`config.mk`:
```
export PLATFORM = sky130hd
export DESIGN_NAME = aes128_rkey_walker
export DESIGN_NICKNAME = d
export VERILOG_FILES = /design/src/rtl/ks_pkg.sv /design/src/rtl/ks_step.sv /design/src/rtl/ks_key_cache.sv /design/src/rtl/ks_ctrl.sv /design/src/rtl/aes128_rkey_walker.sv
export SDC_FILE = /design/constraint.sdc
export NUM_CORES = 1
export LEC_CHECK = 0
export BUFFER_PORTS_ARGS = -buffer_cell sky130_fd_sc_hd__buf_2
export CORE_AREA = 2 2 191 193
export CTS_BUF_LIST = sky130_fd_sc_hd__clkbuf_4 sky130_fd_sc_hd__clkbuf_8
export CTS_CLUSTER_DIAMETER = 40
export DETAILED_ROUTE_END_ITERATION = 6
export DIE_AREA = 0 0 193 195
export GPL_TIMING_DRIVEN = 0
export PLACE_DENSITY_LB_ADDON = 0.12
export RECOVER_POWER = 25
export REMOVE_ABC_BUFFERS = 1
export SYNTH_ARGS = -nofsm -noshare
export SYNTH_HDL_FRONTEND = slang
export SYNTH_SLANG_ARGS = --single-unit
```
`constraint.sdc`:
```
create_clock -name clk -period 6.6 [get_ports clk]
set_clock_uncertainty 0.15 [all_clocks]
set_input_delay 0.66 -clock clk [delete_from_list [all_inputs] [get_ports clk]]
set_output_delay 0.66 -clock clk [all_outputs]
set_load 0.005 [all_outputs]
```
`src/rtl/ks_pkg.sv`:
```
package ks_pkg;
  localparam int KEY_W  = 128;
  localparam int WORD_W = 32;
  localparam int RND_W  = 4;
  localparam int ROUNDS = 10;
  localparam logic [RND_W-1:0] LAST_RND = RND_W'(ROUNDS);
  localparam logic [RND_W-1:0] RND_ONE  = RND_W'(1);

  typedef enum logic [1:0] {KS_IDLE, KS_ISSUE, KS_WAIT} ks_state_e;

  // multiply by x modulo the AES field polynomial
  function automatic logic [7:0] ks_xtime(input logic [7:0] b);
    return {b[6:0], 1'b0} ^ (b[7] ? 8'h1b : 8'h00);
  endfunction

  // round constant for round r (1..10): x^(r-1)
  function automatic logic [7:0] ks_rcon(input logic [RND_W-1:0] r);
    logic [7:0] rc;
    rc = 8'h01;
    for (int i = 1; i < ROUNDS; i++)
      if (RND_W'(i) < r) rc = ks_xtime(rc);
    return rc;
  endfunction

  function automatic logic [WORD_W-1:0] ks_rot(input logic [WORD_W-1:0] w);
    return {w[23:0], w[31:24]};
  endfunction

  // word presented to the S-box for each direction
  function automatic logic [WORD_W-1:0] ks_sbox_in(input logic [KEY_W-1:0] k, input logic fwd);
    return fwd ? ks_rot(k[31:0]) : ks_rot(k[31:0] ^ k[63:32]);
  endfunction

  function automatic logic [KEY_W-1:0] ks_fwd(input logic [KEY_W-1:0] k,
                                              input logic [WORD_W-1:0] sub,
                                              input logic [7:0] rc);
    logic [WORD_W-1:0] a, b, c, d;
    a = k[127:96] ^ sub ^ {rc, 24'h0};
    b = k[95:64] ^ a;
    c = k[63:32] ^ b;
    d = k[31:0]  ^ c;
    return {a, b, c, d};
  endfunction

  function automatic logic [KEY_W-1:0] ks_bwd(input logic [KEY_W-1:0] k,
                                              input logic [WORD_W-1:0] sub,
                                              input logic [7:0] rc);
    logic [WORD_W-1:0] a, b, c, d;
    d = k[31:0]  ^ k[63:32];
    c = k[63:32] ^ k[95:64];
    b = k[95:64] ^ k[127:96];
    a = k[127:96] ^ sub ^ {rc, 24'h0};
    return {a, b, c, d};
  endfunction
endpackage

```
`src/rtl/ks_step.sv`:
```
module ks_step
  import ks_pkg::*;
(
  input  logic [KEY_W-1:0]  cur_key,
  input  logic              dir_fwd,
  input  logic [RND_W-1:0]  cur_round,
  input  logic [WORD_W-1:0] sub_word,
  output logic [WORD_W-1:0] sbox_in,
  output logic [KEY_W-1:0]  key_nxt
);
  logic [7:0] rc;

  assign sbox_in = ks_sbox_in(cur_key, dir_fwd);
  assign rc      = dir_fwd ? ks_rcon(cur_round + RND_ONE) : ks_rcon(cur_round);
  assign key_nxt = dir_fwd ? ks_fwd(cur_key, sub_word, rc) : ks_bwd(cur_key, sub_word, rc);
endmodule

```
`src/rtl/ks_key_cache.sv`:
```
module ks_key_cache
  import ks_pkg::*;
(
  input  logic             clk,
  input  logic             rst_n,
  input  logic             wr_en,
  input  logic [KEY_W-1:0] wr_key,
  output logic [KEY_W-1:0] held_key
);
  always_ff @(posedge clk) begin
    if (!rst_n)     held_key <= '0;
    else if (wr_en) held_key <= wr_key;
  end
endmodule

```
`src/rtl/ks_ctrl.sv`:
```
module ks_ctrl
  import ks_pkg::*;
(
  input  logic             clk,
  input  logic             rst_n,
  input  logic             cmd_load,
  input  logic             cmd_restore,
  input  logic             cmd_setup,
  input  logic             cmd_fwd,
  input  logic             cmd_bwd,
  input  logic             sbox_ack,
  output logic [RND_W-1:0] round_q,
  output logic             dir_fwd_q,
  output logic             st_issue,
  output logic             st_idle,
  output logic             step_done,
  output logic             load_evt,
  output logic             restore_evt
);
  ks_state_e st_q, st_d;
  logic auto_q;
  logic setup_sel, fwd_sel, bwd_sel, start_fwd, start_bwd;

  assign st_idle     = (st_q == KS_IDLE);
  assign st_issue    = (st_q == KS_ISSUE);
  assign step_done   = (st_q == KS_WAIT) && sbox_ack;

  assign load_evt    = st_idle && cmd_load;
  assign restore_evt = st_idle && !cmd_load && cmd_restore;
  assign setup_sel   = st_idle && !cmd_load && !cmd_restore && cmd_setup;
  assign fwd_sel     = st_idle && !cmd_load && !cmd_restore && !cmd_setup && cmd_fwd;
  assign bwd_sel     = st_idle && !cmd_load && !cmd_restore && !cmd_setup && !cmd_fwd && cmd_bwd;
  assign start_fwd   = (setup_sel || fwd_sel) && (round_q != LAST_RND);
  assign start_bwd   = bwd_sel && (round_q != '0);

  always_comb begin
    st_d = st_q;
    case (st_q)
      KS_IDLE:  if (start_fwd || start_bwd) st_d = KS_ISSUE;
      KS_ISSUE: st_d = KS_WAIT;
      KS_WAIT:  if (sbox_ack)
                  st_d = (auto_q && dir_fwd_q && (round_q != LAST_RND - RND_ONE)) ? KS_ISSUE : KS_IDLE;
      default:  st_d = KS_IDLE;
    endcase
  end

  always_ff @(posedge clk) begin
    if (!rst_n) begin
      st_q      <= KS_IDLE;
      round_q   <= '0;
      dir_fwd_q <= 1'b1;
      auto_q    <= 1'b0;
    end else begin
      st_q <= st_d;
      if (load_evt || restore_evt) round_q <= '0;
      else if (step_done)          round_q <= dir_fwd_q ? round_q + RND_ONE : round_q - RND_ONE;
      if (start_fwd || start_bwd) begin
        dir_fwd_q <= start_fwd;
        auto_q    <= setup_sel;
      end
    end
  end


  req_pulse_chk: assert property (@(posedge clk) disable iff (!rst_n)
    st_issue |=> !st_issue);

  fwd_delta_chk: assert property (@(posedge clk) disable iff (!rst_n)
    (step_done && dir_fwd_q) |=> round_q == $past(round_q) + RND_ONE);

  bwd_delta_chk: assert property (@(posedge clk) disable iff (!rst_n)
    (step_done && !dir_fwd_q) |=> round_q == $past(round_q) - RND_ONE);

  round_range_chk: assert property (@(posedge clk) disable iff (!rst_n)
    round_q <= LAST_RND);
endmodule

```
`src/rtl/aes128_rkey_walker.sv`:
```
module aes128_rkey_walker
  import ks_pkg::*;
(
  input  logic              clk,
  input  logic              rst_n,
  input  logic [KEY_W-1:0]  key_in,
  input  logic              key_load,
  input  logic              key_restore,
  input  logic              key_setup,
  input  logic              step_fwd,
  input  logic              step_bwd,
  output logic              sbox_req,
  output logic [WORD_W-1:0] sbox_word,
  input  logic              sbox_ack,
  input  logic [WORD_W-1:0] sbox_sub,
  output logic [KEY_W-1:0]  round_key,
  output logic [RND_W-1:0]  round_idx,
  output logic              key_valid
);
  logic [KEY_W-1:0] key_q, key_nxt, cache_key;
  logic dir_fwd, st_issue, st_idle, step_done, load_evt, restore_evt;

  ks_ctrl u_ctrl (
    .clk(clk), .rst_n(rst_n),
    .cmd_load(key_load), .cmd_restore(key_restore), .cmd_setup(key_setup),
    .cmd_fwd(step_fwd), .cmd_bwd(step_bwd), .sbox_ack(sbox_ack),
    .round_q(round_idx), .dir_fwd_q(dir_fwd), .st_issue(st_issue), .st_idle(st_idle),
    .step_done(step_done), .load_evt(load_evt), .restore_evt(restore_evt)
  );

  ks_step u_step (
    .cur_key(key_q), .dir_fwd(dir_fwd), .cur_round(round_idx),
    .sub_word(sbox_sub), .sbox_in(sbox_word), .key_nxt(key_nxt)
  );

  ks_key_cache u_cache (
    .clk(clk), .rst_n(rst_n), .wr_en(load_evt), .wr_key(key_in), .held_key(cache_key)
  );

  always_ff @(posedge clk) begin
    if (!rst_n)           key_q <= '0;
    else if (load_evt)    key_q <= key_in;
    else if (restore_evt) key_q <= cache_key;
    else if (step_done)   key_q <= key_nxt;
  end

  assign round_key = key_q;
  assign sbox_req  = st_issue;
  assign key_valid = st_idle;


  load_lands_chk: assert property (@(posedge clk) disable iff (!rst_n)
    (key_valid && key_load) |=> (round_key == $past(key_in)) && (round_idx == '0));

  restore_lands_chk: assert property (@(posedge clk) disable iff (!rst_n)
    (key_valid && key_restore && !key_load) |=> (round_idx == '0) && (round_key == cache_key));

  hold_until_ack_chk: assert property (@(posedge clk) disable iff (!rst_n)
    (!key_valid && !sbox_ack) |=> $stable(round_key) && $stable(round_idx));

  fwd_limit_chk: assert property (@(posedge clk) disable iff (!rst_n)
    (key_valid && (step_fwd || key_setup) && !key_load && !key_restore && round_idx == LAST_RND)
      |=> key_valid && $stable(round_key) && !sbox_req);

  bwd_limit_chk: assert property (@(posedge clk) disable iff (!rst_n)
    (key_valid && step_bwd && !step_fwd && !key_setup && !key_load && !key_restore && round_idx == '0)
      |=> key_valid && $stable(round_key) && !sbox_req);

  valid_vs_req_chk: assert property (@(posedge clk) disable iff (!rst_n)
    sbox_req |-> !key_valid);
endmodule

```
==> impl_metrics.csv, run 1 <==
group,metric,value,unit
status,status,"complete, but fails checks",
status,violations,"max-capacitance violations, max-slew violations",
cts,cts.sinks,264,
placement,dp_hpwl,32400,microns
pwr,p_comb_share,25.9,%
yosys,synth_fa_ha_area_share,0.634,%
yosys,synth_ff_type,"dfxtp_1",
global_route,grt_pass1_vias,14600,
hold_path,hp-start,"key_in[28]",
global_route,grt_util_all_layers,25.4,%
drt,drt.antenna.violating_nets,0,
yosys,syn_avg_cell_area,7.53,sq um
final_layout,drive_gt1_share,18.4,%
setup_path,crit_type,"in2reg",
yosys,synth-seq-cells,264,
hold_path,holdPathEnd,"u_cache.held_key[28]",
die,initial_utilization,44.6,%
hold_path,min_path_cells,3,
placement,portBuffers,333,
sta,max_freq,184,MHz
drt,viasPerCell,5.38,
drt,drc,0,
cts,h-tree-depth,2,
setup_path,crit_fanout,92,
setup_path,critical_path_required,7.01,ns
final_layout,nFillCells,3525,
drt,drt_iter0_markers,714,
die,die_w,193,microns
yosys,synthArstFlopShare,0,%
cts,clk_latency,0.63,ns
sta,setup-violations-final,0,
final_layout,post-route-util,54.5,%
flow_run,cap_violations,1,
pwr,leakagePower,8.21,nW
pwr,swShare,31.1,%
drt,avgRoutedWirePerCell,17.0,microns
yosys,yosys_warnings,0,
hold_path,hp-class,"in2reg",
yosys,yosysSeqAreaShare,33.5,%
sta,fin_tns_setup,0,ns
yosys,synth-xor-area-share,15.6,%
sta,finalCritPeriodShare,82.5,%
die,io_pins,334,
die,die-area,0.0376,sq mm
final_layout,syn_to_final_growth,22.1,%
drt,wl,49100,microns
yosys,synth_top_family_by_area,"compound AO/OA/AOI/OAI gates",
pwr,switchingPower,0.00168,W
cts,cts_tree,"done",
drt,first_pass_iters,5,
global_route,grt_start_max_net_pins,93,
global_route,grt_pass1_wl,76700,microns
yosys,yosys.area_share.simple,20.7,%
pwr,power.total,0.00539,W
setup_path,r2r-start,"u_ctrl.round_q[1]",
yosys,synth_edf_count,0,
drt,via_count,15500,
pwr,p_per_area,280,mW/mm^2
pwr,intPower,0.00371,W
yosys,syn_area,0.0158,sq mm
sta,maxSlewHeadroom,-157,%
die,rows,69,
die,coreArea,0.0354,sq mm
sta,rsz0062_at_grt,"false",
pwr,power_frac_seq,36.0,%
pwr,irDropWorstVdd,0.191,mV
setup_path,critPathLaunchType,"input port",
cts,ctsResizeCount,0,
global_route,overflow,0,
placement,placed_cell_area,0.0180,sq mm
yosys,synth_cells,2098,
die,die_h,195,microns
cts,cts_setup_buffers,0,
sta,slew_violations,90,
sta,hold_viol_final,0,
yosys,synth_compound_area_share,23.3,%
sta,worstMarginPinSlew,3.85,ns
global_route,antenna_found_initial,17,
setup_path,reg2reg_depth,12,
yosys,synth.area.mux_share,2.03,%
sta,finalWorstPathRequiredPeriod,5.44,ns
sta,hold_ws,0.127,ns
setup_path,cp_data_arrival_time,5.85,ns
final_layout,design_area,0.0193,sq mm
placement,place_congestion,0.840,
yosys,ys_types,84,
pwr,clockPowerShare,38.1,%
final_layout,nets,2542,
setup_path,crit_path_end_kind,"register",
cts,cts_buffer_depth,3,
cts,cts_buffers,55,
setup_path,r2r_end,"round_key[26]",
cts,root_buffer,"clkbuf_8",
setup_path,reg2reg_slack,1.16,ns
cts,cts_hold_buffers,0,
cts,path_clk_slew,0.06,ns
cell usage after synthesis (5+ instances only):
cell type  count  share of area, %
nand3b_1       7              0.33
nor2_1       130               3.1
nand3_1       14              0.44
dfxtp_1      264                33
and3_1         7              0.28
xnor2_1      176               9.8
clkbuf_1     115               2.7
nor2b_1       38               1.5
inv_1         13              0.31
nor3_1        11              0.35
nand4_1        9              0.36
xor2_1        97               5.4
a21boi_0     116               5.5
a21oi_1      158               5.0
o22ai_1       14              0.55
o21ai_0      124               3.9
buf_2         11              0.35
or3_1         10              0.40
o221ai_1      22               1.2
mux2i_1       32               2.0
a211oi_1      17              0.81
o211ai_1       6              0.29
o311ai_0      26               1.4
nand2_1      530                13
buf_1         27              0.64
a31oi_1        9              0.36
o221a_2        5              0.36
nand2b_1       8              0.32
ha_1           8              0.63
cell type report:
cell class                      count  area [sq um]  area share, %
Sequential cell                   264          5290           27.4
Clock buffer                       85          1060           5.48
Inverter                           14          53.8          0.279
Tap cell                          461           577           2.99
Clock inverter                     14           256           1.33
Timing Repair Buffer              367          2160           11.2
Multi-Input combinational cell   1664          9860           51.1
Antenna cell                       12          30.0          0.156
critical path: stages:
cell and delay (ns):
clkbuf_1 2.63, buf_16 0.31, clkinvlp_2 0.92, buf_16 0.53, nor2_1 0.42, o221a_2 0.26
flip-flops by register name (all words and copies together), names as in the netlist:
register,count
u_ctrl.round_q,4
u_ctrl.st_q,2
u_ctrl.dir_fwd_q,1
u_cache.held_key,128
u_ctrl.auto_q,1
round_key,128
layout by cell type, fill, tap and decap left out, types with 8 or more instances in the layout:
cell      netlist  routed
buf_4           1      11
o22ai_1        14      14
nor2b_1        38      37
a211oi_1       17      17
buf_16          0      10
nor3_1         11      11
nand3_1        14      14
nor2_1        130     129
dfxtp_1       264     263
or3_1          10      10
nand2_1       530     529
o221ai_1       22      22
nand4_1         9       9
xnor2_1       176     176
a31oi_1         9       9
o311ai_0       26      26
o21ai_0       124     123
a21oi_1       158     158
buf_2          11     278
ha_1            8       8
clkbuf_1      115      54
diode_2         0      12
mux2i_1        32      32
clkbuf_4        0      18
a21boi_0      116     116
inv_1          13      11
clkbuf_8        0      67
xor2_1         97      97
stage by stage:
step	std cells	worst slack, ns
2_1_floorplan	1942	-4.04
3_3_place_gp	2736	-13.12
3_5_place_dp	2770	1.22
4_1_cts	2869	1.17
5_1_grt	2878	0.741
6_report	2881	1.16
worst max-delay path by stage:
stage | end | start | cells after the start
finish | round_key[73] | rst_n | 6
global route | round_key[73] | rst_n | 6
CTS | round_key[26] | u_ctrl.round_q[1] | 12
floorplan | round_key[27] | key_load | 4
global placement | round_key[82] | key_restore | 5
detailed placement | round_key[26] | u_ctrl.round_q[1] | 12
cells by family (layout without fill, tap and decap cells):
kind of cell / after synthesis / in the layout
multiplexers: 32 / 32
XOR/XNOR: 276 / 276
buffers and inverters: 170 / 480
adder cells (fa/ha/maj): 8 / 8
AO/OA/AOI/OAI: 563 / 563
other: 0 / 12
AND/OR/NAND/NOR: 785 / 785
flip-flops: 264 / 264
power groups by stage:
stage          clock, W  sequential, W  combinational, W
2_1_floorplan         0        0.00195          0.000964
3_3_place_gp          0        0.00197           0.00140
3_5_place_dp          0        0.00197           0.00140
4_1_cts         0.00210        0.00194           0.00141
5_1_grt         0.00217        0.00197           0.00157
6_report        0.00205        0.00194           0.00140
per-layer routing:
| layer | global-route usage, % | share of wire (%) | vias up |
|---|---|---|---|
| li1 | - | - | 7702 |
| met2 | 41.0 | 45 | 440 |
| met1 | 32.7 | 45 | 7256 |
| met5 | 0 | 0.17 | - |
| met3 | 7.31 | 7.9 | 85 |
| met4 | 7.72 | 2.2 | 14 |
No activity file was read; power rests on OpenSTA's default activity.
==> run 2, diff against run 1 <==
==> constraint.sdc (replaced) <==
create_clock -name clk -period 5.5 [get_ports clk]
set_clock_uncertainty 0.15 [all_clocks]
set_input_delay 0.55 -clock clk [delete_from_list [all_inputs] [get_ports clk]]
set_output_delay 0.55 -clock clk [all_outputs]
set_load 0.005 [all_outputs]
==> impl_metrics.csv, run 2 (synthesis results as in run 1) <==
group,metric,value,unit
cts,cts.sinks,264,
placement,dp_hpwl,32400,microns
drt,viasPerCell,5.35,
global_route,grt_start_max_net_pins,93,
cts,root_buffer,"clkbuf_8",
flow_run,cap_violations,1,
die,die-area,0.0376,sq mm
sta,maxSlewHeadroom,-155,%
setup_path,critPathLaunchType,"register",
die,io_pins,334,
pwr,p_per_area,327,mW/mm^2
global_route,grt_pass1_wl,77900,microns
global_route,antenna_found_initial,8,
final_layout,final_common_cell,"nand2_1",
final_layout,design_area,0.0199,sq mm
cts,cts_tree,"done",
sta,finalWorstPathRequiredPeriod,5.12,ns
final_layout,layout_common_cells,"nand2_1, buf_2, dfxtp_1",
pwr,switchingPower,0.00202,W
cts,cts_buffers,55,
pwr,leakagePower,8.45,nW
sta,slew_violations,90,
pwr,power_frac_seq,35.8,%
global_route,grt_util_all_layers,25.7,%
die,rows,69,
pwr,power.total,0.00651,W
setup_path,reg2reg_slack,0.38,ns
sta,setup-violations-final,0,
status,violations,"max-capacitance violations, max-slew violations",
setup_path,r2r_end,"round_key[26]",
drt,drt_iter0_markers,755,
die,die_h,195,microns
final_layout,drive_gt1_share,17.8,%
sta,rsz0062_at_grt,"false",
drt,avgRoutedWirePerCell,16.9,microns
die,initial_utilization,44.6,%
pwr,p_comb_share,26.3,%
pwr,swShare,31.1,%
die,coreArea,0.0354,sq mm
placement,place_congestion,0.840,
drt,wl,49600,microns
placement,portBuffers,333,
setup_path,cp_data_arrival_time,5.50,ns
global_route,overflow,0,
final_layout,post-route-util,56.2,%
setup_path,crit_fanout,35,
sta,hold_viol_final,0,
pwr,irDropWorstVdd,0.228,mV
final_layout,syn_to_final_growth,26.0,%
hold_path,holdPathEnd,"u_cache.held_key[24]",
final_layout,nets,2604,
hold_path,min_path_cells,3,
setup_path,critical_path_required,5.88,ns
status,status,"complete, but fails checks",
placement,placed_cell_area,0.0180,sq mm
sta,max_freq,195,MHz
sta,worstMarginPinSlew,3.83,ns
pwr,clockPowerShare,37.9,%
setup_path,reg2reg_depth,12,
setup_path,crit_path_end_kind,"register",
drt,drc,0,
final_layout,nFillCells,3452,
drt,drt.antenna.violating_nets,0,
die,die_w,193,microns
hold_path,hp-class,"in2reg",
pwr,intPower,0.00448,W
global_route,grt_pass1_vias,14900,
cts,h-tree-depth,2,
hold_path,hp-start,"key_in[24]",
drt,via_count,15700,
setup_path,crit_type,"reg2reg",
sta,finalCritPeriodShare,93.1,%
cts,path_clk_slew,0.05,ns
drt,first_pass_iters,5,
setup_path,r2r-start,"u_ctrl.round_q[3]",
sta,fin_tns_setup,0,ns
cts,clk_latency,0.63,ns
cts,cts_buffer_depth,3,
==> run 2: changes by cell type in the layout (fill, tap and decap cells not counted), sizes merged <==
cell,delta
dlygate4sd3,+62
buf,-7
clkbuf,+7
diode,-5
clkinvlp,-1
inv,+1
==> run 2: worst max path at each step <==
stage                      start             to  slack (ns)  cells past startpoint
2_1_floorplan           key_load  round_key[27]       -5.03                      4
3_3_place_gp         key_restore  round_key[82]      -14.11                      5
3_5_place_dp   u_ctrl.round_q[1]  round_key[26]        0.12                     12
4_1_cts        u_ctrl.round_q[1]  round_key[26]        0.07                     12
5_1_grt        u_ctrl.round_q[3]  round_key[31]        0.02                     12
6_report       u_ctrl.round_q[3]  round_key[26]        0.38                     12
==> run 2: per-stage QoR <==
| step | worst slack, ns | cells | hold slack [ns] |
|---|---|---|---|
| floorplan | -5.03 | 1942 | 0.283 |
| global placement | -14.11 | 2736 | 0.290 |
| detailed placement | 0.119 | 2770 | 0.296 |
| CTS | 0.0746 | 2931 | 0.000584 |
| global route | 0.0231 | 2934 | 0.00754 |
| finish | 0.381 | 2938 | 0.0427 |
==> run 2: power groups by stage <==
stage / sequential [W] / combinational [W] / clock (W)
after floorplan: 0.00234 / 0.00116 / 0
after global placement: 0.00236 / 0.00168 / 0
after detailed placement: 0.00237 / 0.00168 / 0
after CTS: 0.00233 / 0.00173 / 0.00252
after global routing: 0.00236 / 0.00192 / 0.00261
final: 0.00233 / 0.00171 / 0.00246
==> run 2: layout make-up <==
class                      count  area (sq um)  area share, %
multi-input combinational   1664          9870           49.6
clock inverter                14           256           1.29
antenna                        7          17.5         0.0881
timing repair buffer         429          2770           13.9
tap                          461           577           2.90
clock buffer                  85          1060           5.31
inverter                      14          55.1          0.277
sequential                   264          5290           26.6
==> run 2: per-layer routing <==
| layer | up-vias | routed length, microns | GRT usage [%] |
|---|---|---|---|
| met3 | 85 | 3630 | 6.83 |
| met5 | - | 46 | 0 |
| met2 | 433 | 22700 | 42.0 |
| met4 | 8 | 1070 | 7.58 |
| li1 | 7826 | - | - |
| met1 | 7374 | 22100 | 33.1 |
==> run 2: what timing repair did <==
item / CTS / global route
buffers inserted: 0 / 0
setup endpoints to repair: 0 / 9
gates resized for setup: 0 / 3
hold buffers: 62 / 0
hold endpoints to repair: 62 / 0
==> run 2: critical path: stages, from the launching register on <==
cell	delay, ns
dfxtp_1	1.09
inv_2	0.32
xnor2_4	0.27
or4_2	0.66
ha_1	0.59
nand3b_1	0.17
a21oi_1	0.18
a311oi_2	0.09
nor4_4	0.43
mux2i_1	0.18
a221oi_2	0.48
xnor2_1	0.17
a211oi_2	0.23
